**config.mk**
```make
export PLATFORM = sky130hd
export DESIGN_NAME = rx_line_status
export DESIGN_NICKNAME = d
export VERILOG_FILES = /design/src/rtl/rx_line_status_pkg.sv /design/src/rtl/rx_store.sv /design/src/rtl/rx_flag_bank.sv /design/src/rtl/rx_line_status.sv
export SDC_FILE = /design/constraint.sdc
export NUM_CORES = 1
export LEC_CHECK = 0
export ABC_CLOCK_PERIOD_IN_PS = 11350
export CAP_MARGIN = 20
export CORE_MARGIN = 2
export CORE_UTILIZATION = 41
export DETAILED_ROUTE_END_ITERATION = 10
export GPL_TIMING_DRIVEN = 1
export HOLD_SLACK_MARGIN = 0.02
export SYNTH_ARGS = -nofsm -noshare
export SYNTH_HDL_FRONTEND = slang
export SYNTH_HIERARCHICAL = 1
export SYNTH_SLANG_ARGS = --single-unit
```
**constraint.sdc**
```tcl
create_clock -name clk -period 11.35 [get_ports clk]
set_input_delay 2.8375 -clock clk [delete_from_list [all_inputs] [get_ports clk]]
set_output_delay 2.8375 -clock clk [all_outputs]
set_load 0.05 [all_outputs]
```
**src/rtl/rx_line_status_pkg.sv**
```systemverilog
package rx_line_status_pkg;

  typedef struct packed {
    logic       brk;
    logic       ferr;
    logic       perr;
    logic [7:0] data;
  } rx_char_t;

  localparam int NUM_ERR_FLAGS = 4;  // overrun, parity, framing, break

  // a character is "bad" if any of its per-character flags is set
  function automatic logic char_bad(rx_char_t c);
    return c.perr | c.ferr | c.brk;
  endfunction

  // assemble the status byte; bit order is what software decodes
  function automatic logic [7:0] pack_status(
      logic dr, logic [NUM_ERR_FLAGS-1:0] err, logic thre, logic temt, logic qerr);
    return {qerr, temt, thre, err[3], err[2], err[1], err[0], dr};
  endfunction

endpackage

```
**src/rtl/rx_store.sv**
```systemverilog
module rx_store
  import rx_line_status_pkg::*;
#(
  parameter int DEPTH = 16,
  localparam int PW = $clog2(DEPTH),
  localparam int CW = $clog2(DEPTH + 1)
) (
  input  logic          clk,
  input  logic          rst_n,
  input  logic          fifo_mode,
  input  logic          wr_en,
  input  rx_char_t      wr_char,
  input  logic          rd_en,
  output rx_char_t      head,
  output logic [CW-1:0] occ,
  output logic          ovr_evt,
  output logic          head_load,
  output rx_char_t      head_next,
  output logic          any_bad
);

  rx_char_t       mem [DEPTH];
  logic [PW-1:0]  rd_ptr, wr_ptr, wr_addr;
  logic           pop, push;

  localparam logic [CW-1:0] FULL = CW'(DEPTH);
  localparam logic [CW-1:0] ONE  = CW'(1);

  // is slot i currently holding a live entry?
  function automatic logic slot_live(int unsigned i, logic [PW-1:0] rp, logic [CW-1:0] cnt);
    logic [PW-1:0] off;
    off = PW'(i) - rp;
    return CW'(off) < cnt;
  endfunction

  always_comb begin
    pop       = rd_en && (occ != '0);
    head_next = wr_char;
    if (fifo_mode) begin
      ovr_evt   = wr_en && (occ == FULL) && !pop;
      push      = wr_en && !ovr_evt;
      head_load = (pop && occ > ONE) || (push && (occ == '0 || (pop && occ == ONE)));
      if (pop && occ > ONE) head_next = mem[rd_ptr + PW'(1)];
      wr_addr   = wr_ptr;
    end else begin
      ovr_evt   = wr_en && (occ != '0) && !pop;
      push      = wr_en;
      head_load = wr_en;
      wr_addr   = rd_ptr;
    end
  end

  always_ff @(posedge clk or negedge rst_n) begin
    if (!rst_n) begin
      rd_ptr <= '0;
      wr_ptr <= '0;
      occ    <= '0;
    end else if (fifo_mode) begin
      if (pop)  rd_ptr <= rd_ptr + PW'(1);
      if (push) wr_ptr <= wr_ptr + PW'(1);
      case ({push, pop})
        2'b10:   occ <= occ + ONE;
        2'b01:   occ <= occ - ONE;
        default: occ <= occ;
      endcase
    end else begin
      if (push)     occ <= ONE;
      else if (pop) occ <= '0;
    end
  end

  always_ff @(posedge clk) begin
    if (push) mem[wr_addr] <= wr_char;
  end

  assign head = mem[rd_ptr];

  always_comb begin
    any_bad = 1'b0;
    for (int unsigned i = 0; i < DEPTH; i++) begin
      if (slot_live(i, rd_ptr, occ) && char_bad(mem[i])) any_bad = 1'b1;
    end
  end

endmodule

```
**src/rtl/rx_flag_bank.sv**
```systemverilog
module rx_flag_bank #(
  parameter int N = 4
) (
  input  logic         clk,
  input  logic         rst_n,
  input  logic [N-1:0] set,
  input  logic         clr,
  output logic [N-1:0] flags
);

  for (genvar g = 0; g < N; g++) begin : g_flag
    always_ff @(posedge clk or negedge rst_n) begin
      if (!rst_n)      flags[g] <= 1'b0;
      else if (set[g]) flags[g] <= 1'b1;   // a new event wins over the clear
      else if (clr)    flags[g] <= 1'b0;
    end
  end

endmodule

```
**src/rtl/rx_line_status.sv**
```systemverilog
module rx_line_status
  import rx_line_status_pkg::*;
#(
  parameter int DEPTH = 16,
  localparam int CW = $clog2(DEPTH + 1)
) (
  input  logic        clk,
  input  logic        rst_n,
  input  logic        fifo_mode,
  input  logic        char_valid,
  input  logic [7:0]  char_data,
  input  logic        char_perr,
  input  logic        char_ferr,
  input  logic        char_brk,
  input  logic        lsi_en,
  input  logic        thr_empty,
  input  logic        tx_idle,
  input  logic        rd_buf,
  input  logic        rd_lsr,
  output logic [7:0]  rbuf_data,
  output logic [15:0] lsr,
  output logic        irq
);

  rx_char_t                 in_char, head, head_next;
  logic [CW-1:0]            occ;
  logic                     ovr_evt, head_load, any_bad;
  logic [NUM_ERR_FLAGS-1:0] err_set, err_flags;
  logic                     data_ready, qerr;

  assign in_char = '{brk: char_brk, ferr: char_ferr, perr: char_perr, data: char_data};

  rx_store #(.DEPTH(DEPTH)) u_store (
    .clk       (clk),
    .rst_n     (rst_n),
    .fifo_mode (fifo_mode),
    .wr_en     (char_valid),
    .wr_char   (in_char),
    .rd_en     (rd_buf),
    .head      (head),
    .occ       (occ),
    .ovr_evt   (ovr_evt),
    .head_load (head_load),
    .head_next (head_next),
    .any_bad   (any_bad)
  );

  assign err_set = {head_load & head_next.brk,
                    head_load & head_next.ferr,
                    head_load & head_next.perr,
                    ovr_evt};

  rx_flag_bank #(.N(NUM_ERR_FLAGS)) u_flags (
    .clk   (clk),
    .rst_n (rst_n),
    .set   (err_set),
    .clr   (rd_lsr),
    .flags (err_flags)
  );

  assign data_ready = (occ != '0);
  assign qerr       = fifo_mode & any_bad;
  assign rbuf_data  = head.data;
  assign lsr        = {8'h00, pack_status(data_ready, err_flags, thr_empty, tx_idle, qerr)};
  assign irq        = lsi_en & (|err_flags);

endmodule

```
==> results.yml <==
outcome:
  status: "finished clean"
cts:
  clock-sinks: 193
  ctsResizeCount: 0
  cts_setup_buffers: 0
  numCtsBuffers: 17
  path_clk_slew_ns: 0.07
  holdBufCountCts: 0
  clk_path_buf_depth: 2
  cts_root_buf: "clkbuf_16"
  htree_num_levels: 4
  worst_skew_pair.late_latency_ns: 0.44
  cts_tree: "yes"
global_routing:
  antenna_found_initial: 0
  overflow: 0
  grt_pass1_vias: 5137
  grt_start_max_net_pins: 41
  grt_usage: 0.1769
  grt_pass1_wl_um: 31060
placement:
  numPortBuffers: 32
  hpwl_um: 13150
  placed_cell_area_um2: 9686
  gp_congestion: 0.8771
critical_path:
  cp_cell_sequence: "buf_4, inv_2, ha_1, inv_1, ha_1, nor2_1, o32ai_1, a21oi_1, nor4_1, and4_1, nand4_1, and2_1, clkdlybuf4s50_1"
  crit_path_max_fanout: 30
  worstSetupPathType: "flip-flop to primary output"
  crit_required_ns: 8.51
  startpoint_type: "flip-flop"
  worst-path-buf-inv: 4
  slowest_delay_ns: 0.81
  crit_arrival_ns: 5.07
  critPathSlowestCell: "dfrtp_2"
  cpMostUsedCell: "ha_1"
  crit_path_end_kind: "primary output"
  cpLargestDelayFamily: "buffers and inverters"
sta:
  relSlewSlack: 0.3658
  drv_slew: 0
  final_hold_viol_count: 0
  fin_crit_ns: 7.911
  tightest_slew_ns: 0.9513
  rsz0062_at_grt: "false"
  finalSetupTns_ns: 0
  fin_hold_ws_ns: 0.5147
  finClkSkew_ns: 0.01404
  max_freq_mhz: 126.4
  setup_violations: 0
  min_period_over_period: 0.6970
job:
  drv_cap: 0
worst_hold_path:
  min_path_type: "flip-flop to flip-flop"
layout:
  syn_to_final_growth_pct: 12.60
  nets: 663
  drive_above_1_share: 0.1818
  finalInstanceArea_um2: 10280
  antennaDiodeCount: 0
routing:
  drtIter0Drc: 487
  vias: 5116
  drtAntennaViolNets: 0
  wirelength_um: 20130
  routed_wire_length_per_instance_um: 22.46
  first_pass_iters: 5
  viasPerCell: 5.710
  drcViolationCount: 0
die:
  core_area_um2: 21820
  num_rows: 54
  initial_core_util: 0.4185
  dieArea_um2: 23490
  ios: 45
  die_y_um: 153.3
  die_w_um: 153.3
synthesis:
  syn_inst: 576
  syn-cell-area_um2: 9134
  ys_warn_count: 6
  syn_area_per_cell_um2: 15.86
power_and_ir_drop:
  cellPowerDensity_nw_per_um2: 280.5
  irDropWorstVdd_uv: 204.0
  power.leakage_nw: 3.529
cells in the final DEF, fill, tap and decap left out, types with 6 or more instances in the layout:
cell type	instances
a21o_1	9
a21oi_1	17
and2_1	6
buf_4	16
clkbuf_16	17
clkdlybuf4s50_1	32
conb_1	8
dfrtp_1	15
edfxtp_1	176
ha_1	40
inv_1	26
mux4_2	54
nand2_1	17
nor2_1	28
nor2b_1	9
nor3_1	24
o21ai_0	8
o32ai_1	7
xnor2_1	13
state kept, by name (all words and copies together), names as in the netlist:
register,cells
u_flags/flags,4
u_store/occ,5
u_store/wr_ptr,4
u_store/mem,176
u_store/rd_ptr,4
layer usage:
layer / GRT usage / part of all wire / vias to the layer above
met1: 0.2338 / 0.42 / 2657
met2: 0.3023 / 0.51 / 158
met5: 0 / 0 / -
li1: - / - / 2282
met4: 0.03792 / 0.0080 / 0
met3: 0.03856 / 0.058 / 19
power breakdown:
group | total, W | internal, W | switching [W]
clock network | 0.000608 | 0.000333 | 0.000275
registers | 0.000942 | 0.000856 | 0.0000858
logic | 0.00134 | 0.000595 | 0.000740
path summary, 6_finish.rpt:
kind	start	depth (start not counted)	end	slack, ns
setup / recovery	u_store/rd_ptr[0]	13	lsr[7]	3.44
hold / removal	u_flags/flags[0]	1	u_flags/flags[0]	0.51
setup reg to reg	u_store/rd_ptr[0]	8	u_flags/flags[3]	7.26
hold reg to reg	u_flags/flags[0]	1	u_flags/flags[0]	0.51
max in group asynchronous	rst_n	1	u_store/rd_ptr[1]	7.94
min in group asynchronous	rst_n	1	u_store/occ[3]	2.86
area by class of cell:
| cell class | instances | area [um2] |
|---|---|---|
| fillers | 1837 | 11540 |
| inverters | 30 | 112.6 |
| repair buffers | 48 | 440.4 |
| multi-input cells | 313 | 3069 |
| flip-flops and latches | 193 | 5713 |
| clock inverters | 14 | 170.2 |
| clock buffers | 18 | 429.2 |
| well taps | 280 | 350.3 |
per-stage QoR:
step	instances	utilization	worst slack (ns)	total power (W)
final	896	0.4713	3.439	0.002885
after global routing	896	0.4713	3.180	0.003061
after CTS	896	0.4713	3.449	0.002899
after floorplan	583	-	5.218	0.001975
after detailed placement	864	0.4438	3.722	0.002287
after global placement	864	0.4438	3.748	0.002265
(Power assumes the default switching activity.)
